$ cat config.mk
export PLATFORM = sky130hd
export DESIGN_NAME = mscn_state_updater
export DESIGN_NICKNAME = d
export VERILOG_FILES = /design/src/rtl/mscn_pkg.sv /design/src/rtl/mscn_msg_split.sv /design/src/rtl/mscn_remove.sv /design/src/rtl/mscn_insert.sv /design/src/rtl/mscn_state_updater.sv
export SDC_FILE = /design/constraint.sdc
export NUM_CORES = 1
export LEC_CHECK = 0
export ABC_AREA = 0
export BUFFER_PORTS_ARGS = -buffer_cell sky130_fd_sc_hd__buf_2
export CORE_MARGIN = 5
export CORE_UTILIZATION = 35
export CTS_BUF_LIST = sky130_fd_sc_hd__clkbuf_8
export CTS_CLUSTER_SIZE = 16
export DETAILED_ROUTE_END_ITERATION = 8
export HOLD_SLACK_MARGIN = 0.1
export PLACE_DENSITY = 0.53
export SYNTH_ARGS = -nofsm -noshare
export SYNTH_HDL_FRONTEND = slang
export SYNTH_HIERARCHICAL = 1
export SYNTH_SLANG_ARGS = --single-unit
export TNS_END_PERCENT = 10
$ cat constraint.sdc
create_clock -name clk -period 2.6 [get_ports clk]
set_clock_uncertainty 0.05 [all_clocks]
set_input_delay 0.26 -clock clk [delete_from_list [all_inputs] [get_ports clk]]
set_output_delay 0.26 -clock clk [all_outputs]
set_load 0.02 [all_outputs]
$ cat src/rtl/mscn_pkg.sv
package mscn_pkg;

  typedef enum logic {
    OP_REMOVE = 1'b0,
    OP_INSERT = 1'b1
  } cn_op_e;

endpackage

$ cat src/rtl/mscn_msg_split.sv
module mscn_msg_split #(
  parameter int MSG_W = 8
) (
  input  logic [MSG_W-1:0] msg,
  output logic             sign,
  output logic [MSG_W-2:0] mag
);
  localparam int MAG_W = MSG_W - 1;
  localparam logic [MAG_W-1:0] MAX_MAG = {MAG_W{1'b1}};
  localparam logic [MSG_W-1:0] MOST_NEG = {1'b1, {MAG_W{1'b0}}};

  logic [MSG_W-1:0] negated;

  always_comb begin
    sign    = msg[MSG_W-1];
    negated = -msg;
    if (!sign) begin
      mag = msg[MAG_W-1:0];
    end else if (msg == MOST_NEG) begin
      mag = MAX_MAG;
    end else begin
      mag = negated[MAG_W-1:0];
    end
  end
endmodule

$ cat src/rtl/mscn_remove.sv
module mscn_remove #(
  parameter int MAG_W  = 7,
  parameter int EDGE_W = 5
) (
  input  logic              cur_sign,
  input  logic [MAG_W-1:0]  cur_min1,
  input  logic [MAG_W-1:0]  cur_min2,
  input  logic [EDGE_W-1:0] cur_e1,
  input  logic [EDGE_W-1:0] cur_e2,
  input  logic              rm_sign,
  input  logic [EDGE_W-1:0] rm_edge,
  output logic              nx_sign,
  output logic [MAG_W-1:0]  nx_min1,
  output logic [MAG_W-1:0]  nx_min2,
  output logic [EDGE_W-1:0] nx_e1,
  output logic [EDGE_W-1:0] nx_e2
);
  localparam logic [MAG_W-1:0] MAX_MAG = {MAG_W{1'b1}};

  always_comb begin
    nx_sign = cur_sign ^ rm_sign;
    nx_min1 = cur_min1;
    nx_min2 = cur_min2;
    nx_e1   = cur_e1;
    nx_e2   = cur_e2;
    if (rm_edge == cur_e1) begin
      // vacate the minimum: second place moves up, its slot empties
      nx_min1 = cur_min2;
      nx_e1   = cur_e2;
      nx_min2 = MAX_MAG;
    end else if (rm_edge == cur_e2) begin
      nx_min2 = MAX_MAG;
    end
  end
endmodule

$ cat src/rtl/mscn_insert.sv
module mscn_insert #(
  parameter int MAG_W  = 7,
  parameter int EDGE_W = 5
) (
  input  logic              cur_sign,
  input  logic [MAG_W-1:0]  cur_min1,
  input  logic [MAG_W-1:0]  cur_min2,
  input  logic [EDGE_W-1:0] cur_e1,
  input  logic [EDGE_W-1:0] cur_e2,
  input  logic              ins_sign,
  input  logic [MAG_W-1:0]  ins_mag,
  input  logic [EDGE_W-1:0] ins_edge,
  output logic              nx_sign,
  output logic [MAG_W-1:0]  nx_min1,
  output logic [MAG_W-1:0]  nx_min2,
  output logic [EDGE_W-1:0] nx_e1,
  output logic [EDGE_W-1:0] nx_e2
);
  always_comb begin
    nx_sign = cur_sign ^ ins_sign;
    nx_min1 = cur_min1;
    nx_min2 = cur_min2;
    nx_e1   = cur_e1;
    nx_e2   = cur_e2;
    // strict compares: an equal magnitude never displaces a stored one
    if (ins_mag < cur_min1) begin
      nx_min2 = cur_min1;
      nx_e2   = cur_e1;
      nx_min1 = ins_mag;
      nx_e1   = ins_edge;
    end else if (ins_mag < cur_min2) begin
      nx_min2 = ins_mag;
      nx_e2   = ins_edge;
    end
  end
endmodule

$ cat src/rtl/mscn_state_updater.sv
module mscn_state_updater
  import mscn_pkg::*;
#(
  parameter int MSG_W  = 8,
  parameter int EDGE_W = 5
) (
  input  logic              clk,
  input  logic              rst_n,
  input  logic              st_clear,
  input  logic              in_valid,
  output logic              in_ready,
  input  logic              in_op,
  input  logic [EDGE_W-1:0] in_edge,
  input  logic [MSG_W-1:0]  in_msg,
  output logic              out_valid,
  input  logic              out_ready,
  output logic [MSG_W-1:0]  out_c2v,
  output logic              st_sign,
  output logic [MSG_W-2:0]  st_min1,
  output logic [MSG_W-2:0]  st_min2,
  output logic [EDGE_W-1:0] st_min1_edge,
  output logic [EDGE_W-1:0] st_min2_edge
);
  localparam int MAG_W = MSG_W - 1;
  localparam logic [MAG_W-1:0] MAX_MAG  = {MAG_W{1'b1}};
  localparam logic [MSG_W-1:0] MOST_NEG = {1'b1, {MAG_W{1'b0}}};

  logic              msg_sign;
  logic [MAG_W-1:0]  msg_mag;

  logic              rm_sign;
  logic [MAG_W-1:0]  rm_min1, rm_min2;
  logic [EDGE_W-1:0] rm_e1, rm_e2;

  logic              in_sign_n;
  logic [MAG_W-1:0]  in_min1_n, in_min2_n;
  logic [EDGE_W-1:0] in_e1_n, in_e2_n;

  logic              accept;
  logic              is_insert;
  logic [MSG_W-1:0]  c2v_mag;
  logic [MSG_W-1:0]  c2v_n;

  mscn_msg_split #(.MSG_W(MSG_W)) u_split (
    .msg  (in_msg),
    .sign (msg_sign),
    .mag  (msg_mag)
  );

  mscn_remove #(.MAG_W(MAG_W), .EDGE_W(EDGE_W)) u_remove (
    .cur_sign (st_sign),
    .cur_min1 (st_min1),
    .cur_min2 (st_min2),
    .cur_e1   (st_min1_edge),
    .cur_e2   (st_min2_edge),
    .rm_sign  (msg_sign),
    .rm_edge  (in_edge),
    .nx_sign  (rm_sign),
    .nx_min1  (rm_min1),
    .nx_min2  (rm_min2),
    .nx_e1    (rm_e1),
    .nx_e2    (rm_e2)
  );

  mscn_insert #(.MAG_W(MAG_W), .EDGE_W(EDGE_W)) u_insert (
    .cur_sign (st_sign),
    .cur_min1 (st_min1),
    .cur_min2 (st_min2),
    .cur_e1   (st_min1_edge),
    .cur_e2   (st_min2_edge),
    .ins_sign (msg_sign),
    .ins_mag  (msg_mag),
    .ins_edge (in_edge),
    .nx_sign  (in_sign_n),
    .nx_min1  (in_min1_n),
    .nx_min2  (in_min2_n),
    .nx_e1    (in_e1_n),
    .nx_e2    (in_e2_n)
  );

  always_comb begin
    in_ready  = !st_clear && (!out_valid || out_ready);
    accept    = in_valid && in_ready;
    is_insert = (cn_op_e'(in_op) == OP_INSERT);
    c2v_mag   = {1'b0, rm_min1};
    c2v_n     = rm_sign ? -c2v_mag : c2v_mag;
  end

  // node state
  always_ff @(posedge clk or negedge rst_n) begin
    if (!rst_n) begin
      st_sign      <= 1'b0;
      st_min1      <= MAX_MAG;
      st_min2      <= MAX_MAG;
      st_min1_edge <= '0;
      st_min2_edge <= '0;
    end else if (st_clear) begin
      st_sign      <= 1'b0;
      st_min1      <= MAX_MAG;
      st_min2      <= MAX_MAG;
      st_min1_edge <= '0;
      st_min2_edge <= '0;
    end else if (accept) begin
      if (is_insert) begin
        st_sign      <= in_sign_n;
        st_min1      <= in_min1_n;
        st_min2      <= in_min2_n;
        st_min1_edge <= in_e1_n;
        st_min2_edge <= in_e2_n;
      end else begin
        st_sign      <= rm_sign;
        st_min1      <= rm_min1;
        st_min2      <= rm_min2;
        st_min1_edge <= rm_e1;
        st_min2_edge <= rm_e2;
      end
    end
  end

  // output register stage
  always_ff @(posedge clk or negedge rst_n) begin
    if (!rst_n) begin
      out_valid <= 1'b0;
      out_c2v   <= '0;
    end else begin
      if (out_valid && out_ready) begin
        out_valid <= 1'b0;
      end
      if (accept && !is_insert) begin
        out_valid <= 1'b1;
        out_c2v   <= c2v_n;
      end
    end
  end

  // magnitudes stay ordered
  p_min_order_r8: assert property (@(posedge clk) disable iff (!rst_n)
    st_min1 <= st_min2);

  // output never reaches the most negative code
  p_no_most_neg_r8: assert property (@(posedge clk) disable iff (!rst_n)
    out_valid |-> (out_c2v != MOST_NEG));

  // a held beat stays put and blocks new commands
  p_hold_stable_r2: assert property (@(posedge clk) disable iff (!rst_n)
    (out_valid && !out_ready) |=> (out_valid && $stable(out_c2v)));

  p_stall_blocks_r2: assert property (@(posedge clk) disable iff (!rst_n)
    (out_valid && !out_ready) |-> !in_ready);

  // clear empties the state
  p_clear_empty_r1: assert property (@(posedge clk) disable iff (!rst_n)
    st_clear |=> (!st_sign && st_min1 == MAX_MAG && st_min2 == MAX_MAG));

  // an insert alone never raises a beat
  p_insert_silent_r7: assert property (@(posedge clk) disable iff (!rst_n)
    (accept && is_insert && !out_valid) |=> !out_valid);

endmodule

==> impl_metrics.toml <==
[outcome]
outcome = "complete, but fails checks"
violations = "setup timing"

[synthesis]
yosysWarnings = 6
synth_top_area_cell = "dfrtp_1"
synth_ff_type = "dfrtp_1"
synth_edf_count = 0
synth.avg_cell_area_sq_um = 9.51
async_flop_share_pct = 100
synth.distinct_cells = 48
ys_seq_area_share_pct = 28.2
synth.most_common_cell = "mux2i_1"
ys_seq_elements = 34
yosys.area.top_type_share_pct = 16.2
synth_area_leaders = "dfrtp_1 16%, mux2i_1 12%, dfstp_2 12%, mux2_2 9.1%, ha_1 5.7%"
synth_cells = 324
synth_common_cells = "37 x mux2i_1, 29 x nor2_1, 25 x mux2_2"
syn_nets = 357
netlist_area_sq_mm = 0.00308

[worst_setup_path]
reg2reg_depth = 8
start_kind = "input port"
timing.critical_path.required_ns = 2.70
cp.arrival_ns = 2.77
worstSetupPathType = "in2reg"
r2r_slack_ns = 0.01
setup.worst_path.end_class = "flip-flop"
cp_max_fo = 6

[floorplanning]
num_rows = 34
dieArea_sq_mm = 0.0108
initial_utilization_pct = 35.7
boundaryPins = 54
core-area_sq_mm = 0.00864
die_y_um = 104
die_w_um = 104

[timing]
rsz0062_at_grt = "true"
fmax_ghz = 0.374
finalSetupViolCount = 11
slew_headroom_pct = 44.6
min_period_ns = 2.67
tightest_slew_ns = 0.831
drv_slew = 0
period_share_pct = 103
hold_viol = 0
final.setup.worst_slack_ns = -0.0708

[clocking]
root_buffer = "clkbuf_8"
cts_buffer_depth = 2
clock-sinks = 34
htreeDepth = 2
cts_buffers = 5
cts_tree = "built"
clk_latency_ns = 0.29
clkSlewWorstSetupHoldPaths_ns = 0.08

[global_route]
grt_pass1_vias = 2681
antenna_found_initial = 0
grt_overflow = 0
groute.usage.overall_pct = 15.3
grt_first_pass_wirelength_um = 13800
grt_start_max_net_pins = 35

[hold_path]
hold-path-cell-count = 3
min_path_type = "in2reg"

[drt]
drt_iter0_drc = 166
firstDrtPassIters = 4
drt.antenna.violating_nets = 0
drc = 0
vias = 2653
viasPerCell = 5.09
detail_route.wirelength_um = 8400
avgRoutedWirePerCell_um = 16.1

[cells_and_area]
area_growth_pct = 34.5
nNetsFinal = 446
drive_gt1_share_pct = 48.4
diodes = 0
stdcell_area_sq_mm = 0.00414
stdcell_count = 521

[place]
postPlaceCellArea_sq_mm = 0.00379
post-place-cells = 506
dp_hpwl_um = 5940
io_buffers = 53
place_congestion = 0.756

[power_and_ir_drop]
max-vdd-ir-drop_v = 0.000340
powerDensity_mw_per_mm2 = 482
leakagePower_nw = 1.94

[flow_run]
drv_cap = 0
-- power by group --
part           total (mW)  internal (mW)  switching (mW)
Clock               0.398          0.206           0.192
Combinational       0.921          0.443           0.478
Sequential          0.677          0.615          0.0625
Total                2.00           1.26           0.732
-- cell type report --
type                    count  area, sq um
multi-input cells         247         2220
flip-flops and latches     34          868
clock buffers               6         82.6
inverters                  19         71.3
clock inverters             1         3.75
repair buffers            106          766
fillers                   821         4490
well taps                 108          135
-- sequential cells by signal (all words and copies together) (netlist names) --
name	flops
out_c2v	8
out_valid	1
st_min1	7
st_min1_edge	5
st_min2	7
st_min2_edge	5
st_sign	1
-- cell usage in the layout (no fill, tap or decap), drive strengths merged, types with 2 or more instances in the layout --
master / count
inv: 20
nor2: 30
nand3: 4
ha: 14
a31oi: 4
nand2b: 5
a211o: 4
xnor2: 9
nand3b: 15
nand2: 4
mux2i: 37
nand4: 3
dfstp: 14
nor3: 13
mux2: 32
o21ai: 15
nor2b: 4
clkbuf: 6
xor2: 8
buf: 105
dfrtp: 20
a21oi: 25
a211oi: 7
and3: 2
or3: 3
-- worst max-delay path: stages --
cell	delay, ns
buf_6	0.09
or3_4	0.41
buf_6	0.13
and3_4	0.17
a211oi_4	0.19
ha_1	0.27
nand4_1	0.10
nor2_2	0.06
a211oi_4	0.34
buf_6	0.20
mux2i_1	0.22
a21oi_2	0.08
mux2i_1	0.15
a211oi_1	0.09
-- routing by layer --
metal	routed length, um	GRT usage, %	vias to the layer above	share of wire [%]
li1	-	-	1337	-
met4	88	3.79	0	1.0
met5	0	0	-	0
met3	368	3.30	11	4.4
met2	3630	21.9	62	43
met1	4310	23.1	1243	51
-- kinds of logic after synthesis --
logic type,Yosys count,share of synthesized area (%)
muxes,69,24.2
and+or+nand+nor,84,15.4
xor gates and xnor gates,17,4.83
DFF,34,28.2
adders and majority gates,14,5.69
buffers and inverters,43,6.99
AOI/OAI and AO/OA,63,14.7
-- stage by stage --
stage / worst slack (ns) / hold slack, ns / util (%) / setup TNS (ns) / power [mW]
finish: -0.0708 / 0.259 / 48.0 / -0.386 / 2.00
global route: -0.187 / 0.294 / 48.0 / -2.82 / 2.13
CTS: -0.0685 / 0.265 / 47.2 / -0.570 / 1.99
floorplan: -0.229 / -0.0856 / - / -1.57 / 1.24
detailed placement: -0.473 / 0.347 / 43.9 / -8.88 / 1.50
global placement: -0.379 / 0.351 / 43.9 / -7.68 / 1.49
-- repair_timing --
item	in CTS	in global routing
hold endpoints to repair	20	0
cloned	2	0
pin swaps	26	16
hold buffers	1	0
setup buffers	5	0
gates resized for setup	20	15
endpoints found under the setup margin	26	27
-- worst paths after layout --
| path | end | start |
|---|---|---|
| setup / recovery | st_min2_edge[2]$_DFFE_PN0P_ | in_msg[2] |
| hold / removal | out_valid$_DFFE_PN0P_ | out_ready |
| setup reg to reg | out_c2v[5]$_DFFE_PN0P_ | st_min1_edge[3]$_DFFE_PN0P_ |
| hold reg to reg | out_c2v[0]$_DFFE_PN0P_ | out_c2v[0]$_DFFE_PN0P_ |
| max in group asynchronous | out_c2v[3]$_DFFE_PN0P_ | rst_n |
| min in group asynchronous | st_min1_edge[3]$_DFFE_PN0P_ | rst_n |
(Power assumes the default switching activity.)
